File: src/rtl/barrier_pkg.sv
package barrier_pkg;
  localparam int unsigned MaxThreads = 512;
  localparam int unsigned NumGroups  = 2;   // power of two, at least 2
  localparam int unsigned TidW = $clog2(MaxThreads);
  localparam int unsigned CntW = $clog2(MaxThreads + 1);
  localparam int unsigned GrpW = $clog2(NumGroups);

  typedef struct packed {
    logic            loadEn;
    logic [GrpW-1:0] loadGrp;
    logic [CntW-1:0] loadSize;
    logic            bumpEn;   // count an arrival and mark it waiting
    logic            fireEn;   // last arrival: clear the group
    logic [GrpW-1:0] arrGrp;
    logic [TidW-1:0] arrTid;
  } barStrobe_t;
endpackage

File: src/rtl/barrier_dp.sv
module barrier_dp
  import barrier_pkg::*;
(
  input  logic                                  clk,
  input  logic                                  rstN,
  input  barStrobe_t                            strobe,
  output logic [NumGroups-1:0][CntW-1:0]        grpSize,
  output logic [NumGroups-1:0][CntW-1:0]        grpCount,
  output logic [NumGroups-1:0][MaxThreads-1:0]  grpMask
);
  for (genvar g = 0; g < NumGroups; g++) begin : gGroup
    logic [CntW-1:0]       sizeQ;
    logic [CntW-1:0]       cntQ;
    logic [MaxThreads-1:0] maskQ;
    logic loadHit, arrHit;

    assign loadHit = strobe.loadEn && (strobe.loadGrp == GrpW'(g));
    assign arrHit  = strobe.arrGrp == GrpW'(g);

    always_ff @(posedge clk) begin
      if (!rstN) begin
        sizeQ <= '0;
        cntQ  <= '0;
        maskQ <= '0;
      end else if (loadHit) begin
        sizeQ <= strobe.loadSize;
        cntQ  <= '0;
        maskQ <= '0;
      end else if (strobe.fireEn && arrHit) begin
        cntQ  <= '0;
        maskQ <= '0;
      end else if (strobe.bumpEn && arrHit) begin
        cntQ  <= cntQ + CntW'(1);
        maskQ[strobe.arrTid] <= 1'b1;
      end
    end

    assign grpSize[g]  = sizeQ;
    assign grpCount[g] = cntQ;
    assign grpMask[g]  = maskQ;

    assert_mask_matches_count_R4: assert property (@(posedge clk) disable iff (!rstN)
      $countones(maskQ) == int'(cntQ));

    assert_count_below_size_R6: assert property (@(posedge clk) disable iff (!rstN)
      (sizeQ != '0) |-> (cntQ < sizeQ));

    assert_idle_group_empty_R8: assert property (@(posedge clk) disable iff (!rstN)
      (sizeQ == '0) |-> (maskQ == '0));
  end
endmodule

File: src/rtl/barrier_ctrl.sv
module barrier_ctrl
  import barrier_pkg::*;
(
  input  logic                                  clk,
  input  logic                                  rstN,
  input  logic                                  launchValid,
  input  logic [GrpW-1:0]                       launchGroup,
  input  logic [CntW-1:0]                       launchCount,
  input  logic                                  arriveValid,
  input  logic [GrpW-1:0]                       arriveGroup,
  input  logic [TidW-1:0]                       arriveThread,
  input  logic [NumGroups-1:0][CntW-1:0]        grpSize,
  input  logic [NumGroups-1:0][CntW-1:0]        grpCount,
  input  logic [NumGroups-1:0][MaxThreads-1:0]  grpMask,
  output barStrobe_t                            strobe,
  output logic                                  launchError,
  output logic                                  arriveError,
  output logic                                  releaseValid,
  output logic [GrpW-1:0]                       releaseGroup
);
  logic            launchOk, collide, inRange, isWaiting, arrOk, arrLast, arrBad;
  logic [CntW-1:0] arrSize, arrCnt;

  always_comb begin
    launchOk  = launchValid && (launchCount != '0) && (launchCount <= CntW'(MaxThreads));
    collide   = launchOk && (launchGroup == arriveGroup);
    arrSize   = grpSize[arriveGroup];
    arrCnt    = grpCount[arriveGroup];
    inRange   = (arrSize != '0) && (CntW'(arriveThread) < arrSize);
    isWaiting = inRange && grpMask[arriveGroup][arriveThread];
    arrOk     = arriveValid && !collide && inRange && !isWaiting;
    arrLast   = (arrCnt + CntW'(1)) == arrSize;
    arrBad    = arriveValid && !collide && !arrOk;

    strobe          = '0;
    strobe.loadEn   = launchOk;
    strobe.loadGrp  = launchGroup;
    strobe.loadSize = launchCount;
    strobe.bumpEn   = arrOk && !arrLast;
    strobe.fireEn   = arrOk && arrLast;
    strobe.arrGrp   = arriveGroup;
    strobe.arrTid   = arriveThread;
  end

  always_ff @(posedge clk) begin
    if (!rstN) begin
      launchError  <= 1'b0;
      arriveError  <= 1'b0;
      releaseValid <= 1'b0;
      releaseGroup <= '0;
    end else begin
      launchError  <= launchValid && !launchOk;
      arriveError  <= arrBad;
      releaseValid <= strobe.fireEn;
      if (strobe.fireEn) releaseGroup <= arriveGroup;
    end
  end

  assert_release_follows_arrival_R5: assert property (@(posedge clk) disable iff (!rstN)
    releaseValid |-> $past(arriveValid));

  assert_release_group_empty_R5: assert property (@(posedge clk) disable iff (!rstN)
    releaseValid |-> (grpMask[releaseGroup] == '0));

  assert_duplicate_flagged_R7: assert property (@(posedge clk) disable iff (!rstN)
    (arriveValid && !collide && isWaiting) |=> arriveError);

  assert_zero_launch_rejected_R3: assert property (@(posedge clk) disable iff (!rstN)
    (launchValid && launchCount == '0) |=> launchError);
endmodule

File: src/rtl/barrier_unit.sv
module barrier_unit
  import barrier_pkg::*;
(
  input  logic                            clk,
  input  logic                            rstN,
  input  logic                            launchValid,
  input  logic [GrpW-1:0]                 launchGroup,
  input  logic [CntW-1:0]                 launchCount,
  output logic                            launchError,
  input  logic                            arriveValid,
  input  logic [GrpW-1:0]                 arriveGroup,
  input  logic [TidW-1:0]                 arriveThread,
  output logic                            arriveError,
  output logic [NumGroups*MaxThreads-1:0] waitMask,
  output logic                            releaseValid,
  output logic [GrpW-1:0]                 releaseGroup
);
  barStrobe_t                           strobe;
  logic [NumGroups-1:0][CntW-1:0]       grpSize;
  logic [NumGroups-1:0][CntW-1:0]       grpCount;
  logic [NumGroups-1:0][MaxThreads-1:0] grpMask;

  barrier_ctrl i_ctrl (
    .clk(clk), .rstN(rstN),
    .launchValid(launchValid), .launchGroup(launchGroup), .launchCount(launchCount),
    .arriveValid(arriveValid), .arriveGroup(arriveGroup), .arriveThread(arriveThread),
    .grpSize(grpSize), .grpCount(grpCount), .grpMask(grpMask),
    .strobe(strobe), .launchError(launchError), .arriveError(arriveError),
    .releaseValid(releaseValid), .releaseGroup(releaseGroup)
  );

  barrier_dp i_dp (
    .clk(clk), .rstN(rstN), .strobe(strobe),
    .grpSize(grpSize), .grpCount(grpCount), .grpMask(grpMask)
  );

  assign waitMask = grpMask;
endmodule

File: config.mk
export PLATFORM = sky130hd
export DESIGN_NAME = barrier_unit
export DESIGN_NICKNAME = d
export VERILOG_FILES = /design/src/rtl/barrier_pkg.sv /design/src/rtl/barrier_dp.sv /design/src/rtl/barrier_ctrl.sv /design/src/rtl/barrier_unit.sv
export SDC_FILE = /design/constraint.sdc
export NUM_CORES = 2
export LEC_CHECK = 0
export BUFFER_PORTS_ARGS = -buffer_cell sky130_fd_sc_hd__buf_2
export CAP_MARGIN = 20
export CORE_AREA = 8 8 401 403
export CTS_BUF_LIST = sky130_fd_sc_hd__clkbuf_8
export CTS_CLUSTER_DIAMETER = 100
export DETAILED_ROUTE_END_ITERATION = 8
export DIE_AREA = 0 0 409 411
export GPL_TIMING_DRIVEN = 0
export HOLD_SLACK_MARGIN = 0.05
export SLEW_MARGIN = 30
export SYNTH_ARGS = -nofsm -noshare
export SYNTH_HDL_FRONTEND = slang
export SYNTH_SLANG_ARGS = --single-unit
File: constraint.sdc
create_clock -name clk -period 5.7 [get_ports clk]
set_clock_uncertainty 0.15 [all_clocks]
set_input_delay 0.285 -clock clk [delete_from_list [all_inputs] [get_ports clk]]
set_output_delay 0.285 -clock clk [all_outputs]
set_load 0.05 [all_outputs]
==> flow_summary_export.csv <==
group,metric,value,unit
detailed_routing,remaining_drc_errors,0,
power,power.share.switching,29.6,%
placement,dp.final_hpwl,278000,µm
timing,fin_worst_hold_slack,0.141,ns
detailed_routing,final_antenna_net_count,0,
yosys,yosys_warnings,0,
yosys,yosys_most_used_dff,"dfxtp_1",
timing,final-setup-viol-count,893,
yosys,mappedNetlistArea,47400,µm²
power,pwr_density_cell,276,nW/µm²
power,power.share.combinational,10.3,%
final_layout,nNetsFinal,6268,
timing,final_hold_viol_count,0,
final_layout,syn2layout_area_growth,29.3,%
floorplanning,die_height,411,µm
power,power.switching,5010,µW
clocking,clock_latency_on_the_worst_skew_pair,1.00,ns
detailed_routing,totalWireLength,359000,µm
final_layout,area_of_the_multi_input_gates,23200,µm²
global_routing,grt_first_pass_wirelength,463000,µm
status,outcome,"complete, but fails checks",
detailed_routing,vias_per_cell,6.19,
placement,routabilityCongestion,0.995,
placement,placed_cells,8073,
timing,maxSlewHeadroom,25.6,%
placement,post_dp_cell_area,57000,µm²
floorplanning,io_pins,1053,
final_layout,fillCellCount,15815,
detailed_routing,number_of_design_rule_violations_left_by_the_first_detailed_router_iteration,7268,
power,p_seq_share,44.2,%
global_routing,grt_pass1_vias,48795,
worst_setup_path,worstSetupEndpointType,"register",
yosys,synth.avg_cell_area,9.68,µm²
floorplanning,die_x,409,µm
floorplanning,coreArea,155000,µm²
worst_setup_path,kind_of_critical_path,"input pin to register",
placement,number_of_input_and_output_port_buffers_inserted,1050,
timing,grt_setup_unrepaired,"false",
power,portion_of_total_power_attributed_to_the_clock_network,45.5,%
yosys,synth_sequential_area_ratio,45.1,%
timing,fmax_achieved,0.168,GHz
worst_setup_path,worstPathRequired,6.39,ns
clocking,clock_pin_transition_on_the_worst_setup_and_hold_timing_paths,0.06,ns
final_layout,register_area,21400,µm²
clocking,cts.root.buffer_cell,"clkbuf_8",
power,static-leakage-power,0.0255,µW
yosys,postSynthNetCount,4938,
final_layout,layout.cells.most_common,"buf_2",
final_layout,stdcell_area,61300,µm²
clocking,cts_buffer_depth,3,
worst_setup_path,startpoint_type,"input pin",
clocking,post_cts_buffers,0,
global_routing,largest_net_degree_at_the_start_of_global_routing,17,
status,violations_in_the_final_reports,"negative setup slack",
detailed_routing,dr_total_vias,52299,
detailed_routing,wl_per_cell,42.5,µm
yosys,postSynthRegisterBits,1068,
run,max_cap_viol_count,0,
timing,layout_min_cycle_time,5.97,ns
final_layout,final_cells,8454,
floorplanning,initial_core_util,30.6,%
timing,max_slew.worst_pin.slew,1.11,ns
clocking,cts_tree,"done",
floorplanning,row_count,145,
yosys,synth-edff-count,0,
final_layout,drive_above_1_share,30.4,%
global_routing,grt.overflow.total,0,
worst_setup_path,cp_data_arrival_time,6.66,ns
power,worst_ir_drop_vdd,219,µV
clocking,clock_tree_sinks,1068,
worst_hold_path,hold_path.class,"input pin to register",
global_routing,antenna_found_initial,36,
yosys,async_reset_ff_share,0,%
clocking,tritoncts_buffers,189,
detailed_routing,drt-pass1-iter-count,6,
worst_setup_path,worst-path-max-fanout,10,
clocking,htreeDepth,4,
global_routing,global_route.usage.total,40.3,%
yosys,netlist-cell-type-count,61,
timing,drv_slew,0,
final_layout,layout_common_cells,"buf_2, dfxtp_1, o21a_1",
yosys,synth_cells,4902,
power,internal_power,11900,µW
timing,final_period_util,105,%
floorplanning,floorplan.die_area,168000,µm²
timing,final_setup_slack_of_the_worst_path,-0.268,ns
-- kinds of logic (layout without fill, tap and decap cells) --
family / Yosys count / in the layout / share of synthesized area, %
mux: 490 / 490 / 12.5
fa+ha+maj: 11 / 11 / 0.290
buf+inv: 618 / 2099 / 6.15
compound gates: 1390 / 1390 / 21.1
other cells: 0 / 13 / 0
flops: 1068 / 1068 / 45.1
simple gates: 1291 / 1291 / 14.3
xor+xnor: 34 / 34 / 0.628
-- Yosys cell counts, types with 9 or more instances --
cell type | count | area share (%)
nand3_1 | 45 | 0.47
inv_1 | 9 | 0.071
nor4_1 | 255 | 3.4
nand4_1 | 11 | 0.15
nand2_1 | 65 | 0.51
ha_1 | 11 | 0.29
nor2_1 | 51 | 0.40
buf_4 | 24 | 0.38
buf_6 | 23 | 0.55
or2_2 | 15 | 0.20
mux2i_1 | 407 | 8.6
o21ai_0 | 97 | 1.0
a41oi_1 | 20 | 0.37
o21a_1 | 1027 | 16
mux4_2 | 80 | 3.8
xnor2_1 | 15 | 0.28
a21oi_1 | 26 | 0.27
nor3_1 | 792 | 8.4
buf_2 | 268 | 2.8
dfxtp_1 | 1068 | 45
o22ai_1 | 171 | 2.3
xor2_1 | 19 | 0.35
or3_1 | 10 | 0.13
a22oi_1 | 17 | 0.27
clkbuf_1 | 286 | 2.3
-- critical path: stages --
cell and delay [ns]:
buf_4 0.23, buf_6 0.29, buf_6 0.28, buf_2 0.57, buf_2 0.66, mux2i_1 0.26, o22ai_1 0.09, o21ai_0 0.34
a41oi_1 0.35, nor4_2 0.79, o22ai_1 0.27, nor3_2 0.45, nand4_1 0.23, and3_1 0.23, buf_2 0.26, buf_2 0.42
buf_2 0.36, o21a_1 0.16
-- registers in the layout, indices dropped and copies added (netlist names) --
signal               flops
i_ctrl.arriveError       1
i_dp.gGroup.maskQ     1024
i_ctrl.launchError       1
i_dp.gGroup.cntQ        20
i_ctrl.releaseValid      1
i_dp.gGroup.sizeQ       20
i_ctrl.releaseGroup      1
-- per-layer routing --
layer | track usage [%] | wire [µm]
met5 | 0 | 201
met3 | 18.0 | 47900
met2 | 59.7 | 149000
met1 | 44.5 | 125000
met4 | 32.6 | 37000
-- final cells by class --
| type | count | area share, % |
|---|---|---|
| clock inverter | 93 | 0.928 |
| tap | 2058 | 4.20 |
| multi-input combinational | 3216 | 37.8 |
| sequential | 1068 | 34.9 |
| timing repair buffer | 1139 | 11.5 |
| antenna | 13 | 0.0531 |
| buffer | 608 | 4.92 |
| clock buffer | 249 | 5.59 |
| inverter | 10 | 0.0612 |
-- worst paths after layout --
kind / depth (start not counted) / slack (ns) / to / start
setup / recovery: 18 / -0.27 / i_dp.gGroup[1].maskQ[78] / arriveGroup
hold / removal: 4 / 0.14 / i_dp.gGroup[0].sizeQ[6] / launchCount[6]
setup reg to reg: 13 / 0.82 / i_dp.gGroup[1].maskQ[78] / i_dp.gGroup[1].maskQ[419]
hold reg to reg: 1 / 0.33 / i_dp.gGroup[1].maskQ[211] / i_dp.gGroup[1].maskQ[211]
-- per-stage QoR --
step	total power, µW	util (%)	setup TNS [ns]	worst slack (ns)
after global placement	9180	35.7	-2982.91	-3.22
after detailed placement	9280	36.8	-1050.37	-1.17
final	16900	39.6	-97.20	-0.268
after CTS	16800	39.6	0	0.126
after floorplan	8370	-	0	1.21
after global routing	17200	39.6	0	0.0283
-- what timing repair did --
item | CTS | global route
gates resized for setup | 2 | 1
hold buffers | 26 | 0
endpoints found under the setup margin | 504 | 17
hold endpoints to repair | 43 | 0
-- power by group through the flow --
stage	Combinational (µW)	Sequential, µW	Clock, µW
after floorplan	721	7650	0
after global placement	1540	7640	0
after detailed placement	1630	7640	0
after CTS	1650	7480	7660
after global routing	1700	7480	7990
final	1740	7480	7710
Note: power is estimated with default switching activity, not from simulation.
